$ cat config.mk
export PLATFORM = sky130hd
export DESIGN_NAME = irq_status_ctrl
export DESIGN_NICKNAME = d
export VERILOG_FILES = /design/src/rtl/irq_status_pkg.sv /design/src/rtl/irq_accept.sv /design/src/rtl/word_stack.sv /design/src/rtl/status_word.sv /design/src/rtl/irq_status_ctrl.sv
export SDC_FILE = /design/constraint.sdc
export NUM_CORES = 1
export LEC_CHECK = 0
export BUFFER_PORTS_ARGS = -buffer_cell sky130_fd_sc_hd__buf_2
export CORE_UTILIZATION = 30
export CTS_BUF_LIST = sky130_fd_sc_hd__clkbuf_4 sky130_fd_sc_hd__clkbuf_8 sky130_fd_sc_hd__clkbuf_16
export DETAILED_ROUTE_END_ITERATION = 8
export GPL_ROUTABILITY_DRIVEN = 0
export PLACE_DENSITY = 0.44
export SLEW_MARGIN = 10
export SYNTH_ARGS = -nofsm -noshare
export SYNTH_HDL_FRONTEND = slang
export SYNTH_SLANG_ARGS = --single-unit
$ cat constraint.sdc
create_clock -name clk -period 2.33 [get_ports clk]
set_input_delay 0.5825 -clock clk [delete_from_list [all_inputs] [get_ports clk]]
set_output_delay 0.5825 -clock clk [all_outputs]
set_load 0.03 [all_outputs]
$ cat src/rtl/irq_status_pkg.sv
// Package: shared constants for the interrupt status controller.
// Assumes an 8-bit status word with fixed bit positions.
package irq_status_pkg;
    localparam int WORD_W    = 8;
    localparam int BIT_IE    = 7;
    localparam int BIT_ZERO  = 6;
    localparam int BIT_BANK1 = 5;
    localparam int BIT_AUXC  = 4;
    localparam int BIT_BANK0 = 3;
    localparam int BIT_RSVD  = 2;
    localparam int BIT_ISP   = 1;
    localparam int BIT_CARRY = 0;

    localparam logic [WORD_W-1:0] WORD_RESET = 8'h02;
    localparam logic [WORD_W-1:0] WORD_MASK  = 8'hFB;

    typedef logic [WORD_W-1:0] word_t;
endpackage

$ cat src/rtl/irq_accept.sv
// Module: irq_accept
// Decides combinationally whether a pending maskable request is accepted.
// Assumes req_lowprio=1 marks a low-priority request.
module irq_accept (
    input  logic clk,
    input  logic rst_n,
    input  logic req_valid,
    input  logic req_lowprio,
    input  logic ie,
    input  logic isp,
    output logic accept
);
    // Accept when enabled, and the request is high priority or no high handler runs.
    always_comb begin
        accept = req_valid && ie && (!req_lowprio || isp);
    end

    a_r2_low_blocked: assert property (@(posedge clk) disable iff (!rst_n)
        (req_valid && req_lowprio && !isp) |-> !accept);
    a_r2_needs_enable: assert property (@(posedge clk) disable iff (!rst_n)
        accept |-> ie);
endmodule

$ cat src/rtl/word_stack.sv
// Module: word_stack
// LIFO of saved status words. A push while full is dropped and flagged,
// and a pop while empty is ignored. Assumes the caller never requests
// a push and a pop in the same cycle.
module word_stack #(
    parameter int WIDTH = 8,
    parameter int DEPTH = 4
) (
    input  logic             clk,
    input  logic             rst_n,
    input  logic             push_req,
    input  logic             pop_req,
    input  logic [WIDTH-1:0] push_data,
    output logic [WIDTH-1:0] top_data,
    output logic             empty,
    output logic             full,
    output logic             overflow
);
    localparam int AW = (DEPTH > 1) ? $clog2(DEPTH) : 1;
    localparam int CW = $clog2(DEPTH + 1);
    localparam logic [CW-1:0] FULL_CNT = CW'(DEPTH);

    logic [WIDTH-1:0] mem [DEPTH];
    logic [CW-1:0]    count;
    logic [AW-1:0]    wr_idx;
    logic [AW-1:0]    rd_idx;

    // Status flags and entry indices derived from the fill count.
    always_comb begin
        empty    = (count == '0);
        full     = (count == FULL_CNT);
        overflow = push_req && full;
        wr_idx   = AW'(count);
        rd_idx   = AW'(count - 1'b1);
        top_data = empty ? '0 : mem[rd_idx];
    end

    // Fill count bookkeeping for accepted pushes and pops.
    always_ff @(posedge clk) begin
        if (!rst_n) begin
            count <= '0;
        end else if (push_req && !full) begin
            count <= count + 1'b1;
        end else if (pop_req && !empty) begin
            count <= count - 1'b1;
        end
    end

    // Entry storage, one write port per generated slot.
    for (genvar g = 0; g < DEPTH; g++) begin : g_slot
        always_ff @(posedge clk) begin
            if (!rst_n) begin
                mem[g] <= '0;
            end else if (push_req && !full && (wr_idx == AW'(g))) begin
                mem[g] <= push_data;
            end
        end
    end

    a_r9_count_bound: assert property (@(posedge clk) disable iff (!rst_n)
        count <= FULL_CNT);
    a_r9_full_push_holds: assert property (@(posedge clk) disable iff (!rst_n)
        (push_req && full) |=> full);
    a_r8_empty_pop_holds: assert property (@(posedge clk) disable iff (!rst_n)
        (pop_req && !push_req && empty) |=> empty);
endmodule

$ cat src/rtl/status_word.sv
// Module: status_word
// Holds the status word and applies one update per cycle in precedence
// order: save-and-clear, restore, write, enable/disable. Assumes
// restore_go is already suppressed by the caller when a save happens.
module status_word
    import irq_status_pkg::*;
(
    input  logic  clk,
    input  logic  rst_n,
    input  logic  accept,
    input  logic  req_lowprio,
    input  logic  brk,
    input  logic  restore_go,
    input  word_t restore_data,
    input  logic  wr_en,
    input  word_t wr_data,
    input  logic  ei,
    input  logic  di,
    output word_t word
);
    // Status register update with fixed precedence.
    always_ff @(posedge clk) begin
        if (!rst_n) begin
            word <= WORD_RESET;
        end else if (accept || brk) begin
            word[BIT_IE] <= 1'b0;
            if (accept) begin
                word[BIT_ISP] <= req_lowprio;
            end
        end else if (restore_go) begin
            word <= restore_data & WORD_MASK;
        end else if (wr_en) begin
            word <= wr_data & WORD_MASK;
        end else if (di) begin
            word[BIT_IE] <= 1'b0;
        end else if (ei) begin
            word[BIT_IE] <= 1'b1;
        end
    end

    a_r1_reset_value: assert property (@(posedge clk)
        !rst_n |=> (word == WORD_RESET));
    a_r6_bit2_zero: assert property (@(posedge clk) disable iff (!rst_n)
        !word[BIT_RSVD]);
    a_r3_isp_copy: assert property (@(posedge clk) disable iff (!rst_n)
        accept |=> (word[BIT_ISP] == $past(req_lowprio)));
    a_r4_brk_clears_ie: assert property (@(posedge clk) disable iff (!rst_n)
        brk |=> !word[BIT_IE]);
    a_r10_accept_beats_ei: assert property (@(posedge clk) disable iff (!rst_n)
        (accept && ei) |=> !word[BIT_IE]);
endmodule

$ cat src/rtl/irq_status_ctrl.sv
// Module: irq_status_ctrl (top)
// Two-level interrupt status controller: status word, acceptance logic
// and a save stack. Assumes all strobes are single-cycle, sampled at the
// rising clock edge.
module irq_status_ctrl
    import irq_status_pkg::*;
#(
    parameter int STACK_DEPTH = 4
) (
    input  logic       clk,
    input  logic       rst_n,
    input  logic       req_valid,
    input  logic       req_lowprio,
    input  logic       brk_strobe,
    input  logic       ei_strobe,
    input  logic       di_strobe,
    input  logic       wr_en,
    input  logic [7:0] wr_data,
    input  logic       push_strobe,
    input  logic       pop_strobe,
    input  logic       reti_strobe,
    output logic [7:0] psw,
    output logic       ack,
    output logic [7:0] save_data,
    output logic       stack_ovf
);
    word_t word_q;
    word_t top_data;
    logic  accept;
    logic  save_any;
    logic  restore_go;
    logic  stk_empty;
    logic  stk_full;

    // Save and restore requests, with a save suppressing a restore.
    always_comb begin
        save_any   = accept || brk_strobe || push_strobe;
        restore_go = (pop_strobe || reti_strobe) && !save_any && !stk_empty;
    end

    irq_accept u_accept (
        .clk         (clk),
        .rst_n       (rst_n),
        .req_valid   (req_valid),
        .req_lowprio (req_lowprio),
        .ie          (word_q[BIT_IE]),
        .isp         (word_q[BIT_ISP]),
        .accept      (accept)
    );

    word_stack #(.WIDTH(WORD_W), .DEPTH(STACK_DEPTH)) u_stack (
        .clk       (clk),
        .rst_n     (rst_n),
        .push_req  (save_any),
        .pop_req   (restore_go),
        .push_data (word_q),
        .top_data  (top_data),
        .empty     (stk_empty),
        .full      (stk_full),
        .overflow  (stack_ovf)
    );

    status_word u_word (
        .clk          (clk),
        .rst_n        (rst_n),
        .accept       (accept),
        .req_lowprio  (req_lowprio),
        .brk          (brk_strobe),
        .restore_go   (restore_go),
        .restore_data (top_data),
        .wr_en        (wr_en),
        .wr_data      (wr_data),
        .ei           (ei_strobe),
        .di           (di_strobe),
        .word         (word_q)
    );

    // Port mapping of internal results.
    always_comb begin
        psw       = word_q;
        ack       = accept;
        save_data = word_q;
    end

    a_r3_ack_clears_ie: assert property (@(posedge clk) disable iff (!rst_n)
        ack |=> !psw[BIT_IE]);
    a_r9_ovf_when_full: assert property (@(posedge clk) disable iff (!rst_n)
        stack_ovf |-> stk_full);
    a_r4_brk_no_ack: assert property (@(posedge clk) disable iff (!rst_n)
        (brk_strobe && !req_valid) |-> !ack);
endmodule

==> results.md <==
| Result | Reported | Unit |
| --- | --- | --- |
| Post-Synthesis Cells | 167 | - |
| Estimated wirelength of the detail-placed design | 3280 | um |
| Leak Pwr | 0.992 | nW |
| Max Clock Freq | 477 | MHz |
| Placed cell count | 275 | - |
| Maximum fanout along the worst path | 8 | - |
| Post-Route Setup TNS | 0 | ns |
| Share of post-route cells with drive strength above 1 | 27.9 | % |
| Routed wire length per instance | 17.0 | um |
| Launching element type of the critical path | flop | - |
| Path category of the worst min-delay check | reg -> reg | - |
| Critical path class | reg -> out | - |
| Most used DFF post-synth | sky130_fd_sc_hd__edfxtp_1 | - |
| Overall die width | 83.8 | um |
| Placement Rows | 29 | - |
| Number of buffer cells added on primary ports | 33 | - |
| Postcts setup bufs | 0 | - |
| Post-synthesis sequential element count | 38 | - |
| Largest cells by area after synthesis | sky130_fd_sc_hd__edfxtp_1 (42%), sky130_fd_sc_hd__dfxtp_1 (10%), sky130_fd_sc_hd__and2_1 (8.7%), sky130_fd_sc_hd__mux4_1 (7.9%), sky130_fd_sc_hd__buf_4 (4.1%) | - |
| Final core area utilization | 36.3 | % |
| CTS tree | built | - |
| Critical-path cell list | nand2b_4, a311oi_4, nor2_1, buf_2 | - |
| Worst-path clk slew | 0.07 | ns |
| Status | completed | - |
| Ports | 37 | - |
| Master of the slowest instance on the critical path | sky130_fd_sc_hd__a311oi_4 | - |
| Beginning of the worst register-to-register path | u_stack.count[1] | - |
| Final wirelength | 4780 | um |
| Root Driver | sky130_fd_sc_hd__clkbuf_8 | - |
| Pin count of the biggest net entering global routing | 17 | - |
| Cell taking the most area after synthesis | sky130_fd_sc_hd__edfxtp_1 | - |
| Final-report setup violation count | 0 | - |
| Fraction of the yosys area taken by sequential cells | 51.9 | % |
| Number of detailed-route iterations in the first pass | 4 | - |
| Power per cell area | 769 | mW/mm^2 |
| Count of flip-flops with a built-in enable after synthesis | 28 | - |
| Insertion delay of the later-clocked pin in the worst-skew pair | 0.29 | ns |
| Dpl ws | 0.307 | ns |
| Global-route congestion overflow total | 0 | - |
| Unrepaired setup endpoints after global routing | false | - |
| Std-Cell Core Area | 0.00639 | mm^2 |
| Count of non-filler cells in the finished layout | 281 | - |
| Routed Antenna Nets | 0 | - |
| Total track usage | 14.6 | % |
| Wire length of the first global-routing pass | 7530 | um |
| Required @ worst endpoint | 1.75 | ns |
| Vertical extent of the die | 83.8 | um |
| Ratio of routed vias to standard cells | 4.88 | - |
| Total number of H-tree levels | 2 | - |
| Final Net Count | 229 | - |
| Netlist area before placement | 0.00201 | mm^2 |
| Setup crit end kind | output pin | - |
| Max-cap viol count | 0 | - |
| Clock Sinks | 38 | - |
| Number of distinct library cells after synthesis | 38 | - |
| Number of antenna repair diodes | 0 | - |
| Proportion of netlist area held by the largest area contributor | 41.9 | % |
| Critical path startpoint | u_word.word[1] | - |
| Total via count in the routed design | 1371 | - |
| DP Area | 0.00224 | mm^2 |
| Crit share post-route | 90.1 | % |
| Number of DRC violations after detailed routing | 0 | - |
| PostCTS Resize Cnt | 0 | - |
| Post-route cell area | 0.00232 | mm^2 |
| Number of buffers inserted during clock tree synthesis | 5 | - |
| Via count of the first global-routing pass | 1426 | - |
| Hold path startpoint | u_stack.count[2] | - |
| Commonest cells in the synthesized netlist | sky130_fd_sc_hd__and2_1 (28), sky130_fd_sc_hd__edfxtp_1 (28), sky130_fd_sc_hd__nand2_1 (15) | - |
| Count of synthesis-stage warnings from yosys | 0 | - |
| Post-CTS Hold Fix Bufs | 0 | - |
| Final hold viol count | 0 | - |
| Delay contributed by the slowest stage of the critical path | 0.39 | ns |
| Starting density of the core | 31.4 | % |
| Per-instance average area after synthesis | 12.0 | um^2 |
| Post-synthesis to final-layout area growth | 15.5 | % |
| Fraction of registers with async set/reset | 0 | % |
| Post-layout minimum cycle time | 2.10 | ns |
| Clock tree skew after final layout | 0.00422 | ns |
| Number of buffers on the longest clock path | 2 | - |
| Endpoint arrival time on the critical path | 1.52 | ns |
| Full die area | 0.00702 | mm^2 |
| Minimum setup slack in the final design | 0.232 | ns |
| Final Max Slew Viols | 0 | - |
| VDD IR-drop max | 0.236 | mV |
| Initial drt markers | 77 | - |
| Layout fillers | 653 | - |
| Initial antenna violation count | 0 | - |
worst max-delay path: cells and delay by family (launching register included):
kind,cells,cell delay [ns]
simple gates,2,0.27
flops,1,0.38
buf+inv,1,0.18
compound gates,1,0.39
cell type report:
class / instances / area [um^2] / area share (%)
Inverter: 7 / 26.3 / 1.13
Sequential cell: 38 / 1040 / 44.9
Clock inverter: 1 / 3.75 / 0.162
Multi-Input combinational cell: 108 / 826 / 35.6
Tap cell: 77 / 96.3 / 4.16
Clock buffer: 5 / 68.8 / 2.97
Timing Repair Buffer: 45 / 255 / 11.0
power by group:
group | total (mW) | switching (mW) | leakage (nW) | internal (mW)
sequential | 0.868 | 0.0453 | 0.379 | 0.823
combinational | 0.492 | 0.294 | 0.575 | 0.198
clock | 0.422 | 0.227 | 0.0375 | 0.196
total | 1.78 | 0.566 | 0.992 | 1.22
through the flow:
stage | hold slack (ns) | total power [mW]
after floorplan | 0.467 | 1.23
after CTS | 0.506 | 1.80
after detailed placement | 0.486 | 1.38
after global placement | 0.487 | 1.37
final | 0.508 | 1.78
after global routing | 0.557 | 1.87
cell usage in the layout, fill, tap and decap left out, types with 5 or more instances in the layout:
cell type / synthesis / layout
sky130_fd_sc_hd__a31oi_1: 6 / 6
sky130_fd_sc_hd__and2_1: 28 / 28
sky130_fd_sc_hd__buf_2: 1 / 33
sky130_fd_sc_hd__buf_4: 11 / 12
sky130_fd_sc_hd__clkbuf_8: 1 / 5
sky130_fd_sc_hd__dfxtp_1: 10 / 10
sky130_fd_sc_hd__edfxtp_1: 28 / 28
sky130_fd_sc_hd__ha_1: 5 / 5
sky130_fd_sc_hd__inv_1: 7 / 7
sky130_fd_sc_hd__mux4_1: 6 / 6
sky130_fd_sc_hd__nand2_1: 15 / 15
sky130_fd_sc_hd__nor2_1: 9 / 9
sky130_fd_sc_hd__o21ai_0: 11 / 11
layer usage:
| metal | global-route usage (%) | share of wire (%) |
|---|---|---|
| met5 | 0 | 0 |
| met4 | 4.62 | 0.84 |
| met3 | 3.17 | 3.5 |
| met2 | 24.7 | 51 |
| met1 | 18.5 | 45 |
cell families after synthesis:
family / synth area share [%]
compound gates: 9.61
simple gates: 17.8
other cells: 0.187
buf+inv: 7.11
fa+ha+maj: 3.12
mux: 10.2
flops: 51.9
path summary, 6_finish.rpt:
check,to,slack (ns),depth (start not counted)
setup / recovery,stack_ovf,0.23,4
hold / removal,u_stack.count[2],0.51,2
setup reg to reg,u_word.word[1],0.46,7
hold reg to reg,u_stack.count[2],0.51,2
registers in the layout, summed over array words and instances (netlist names):
name / count
u_stack.count: 3
u_stack.mem: 28
u_word.word: 7
(Power assumes the default switching activity.)
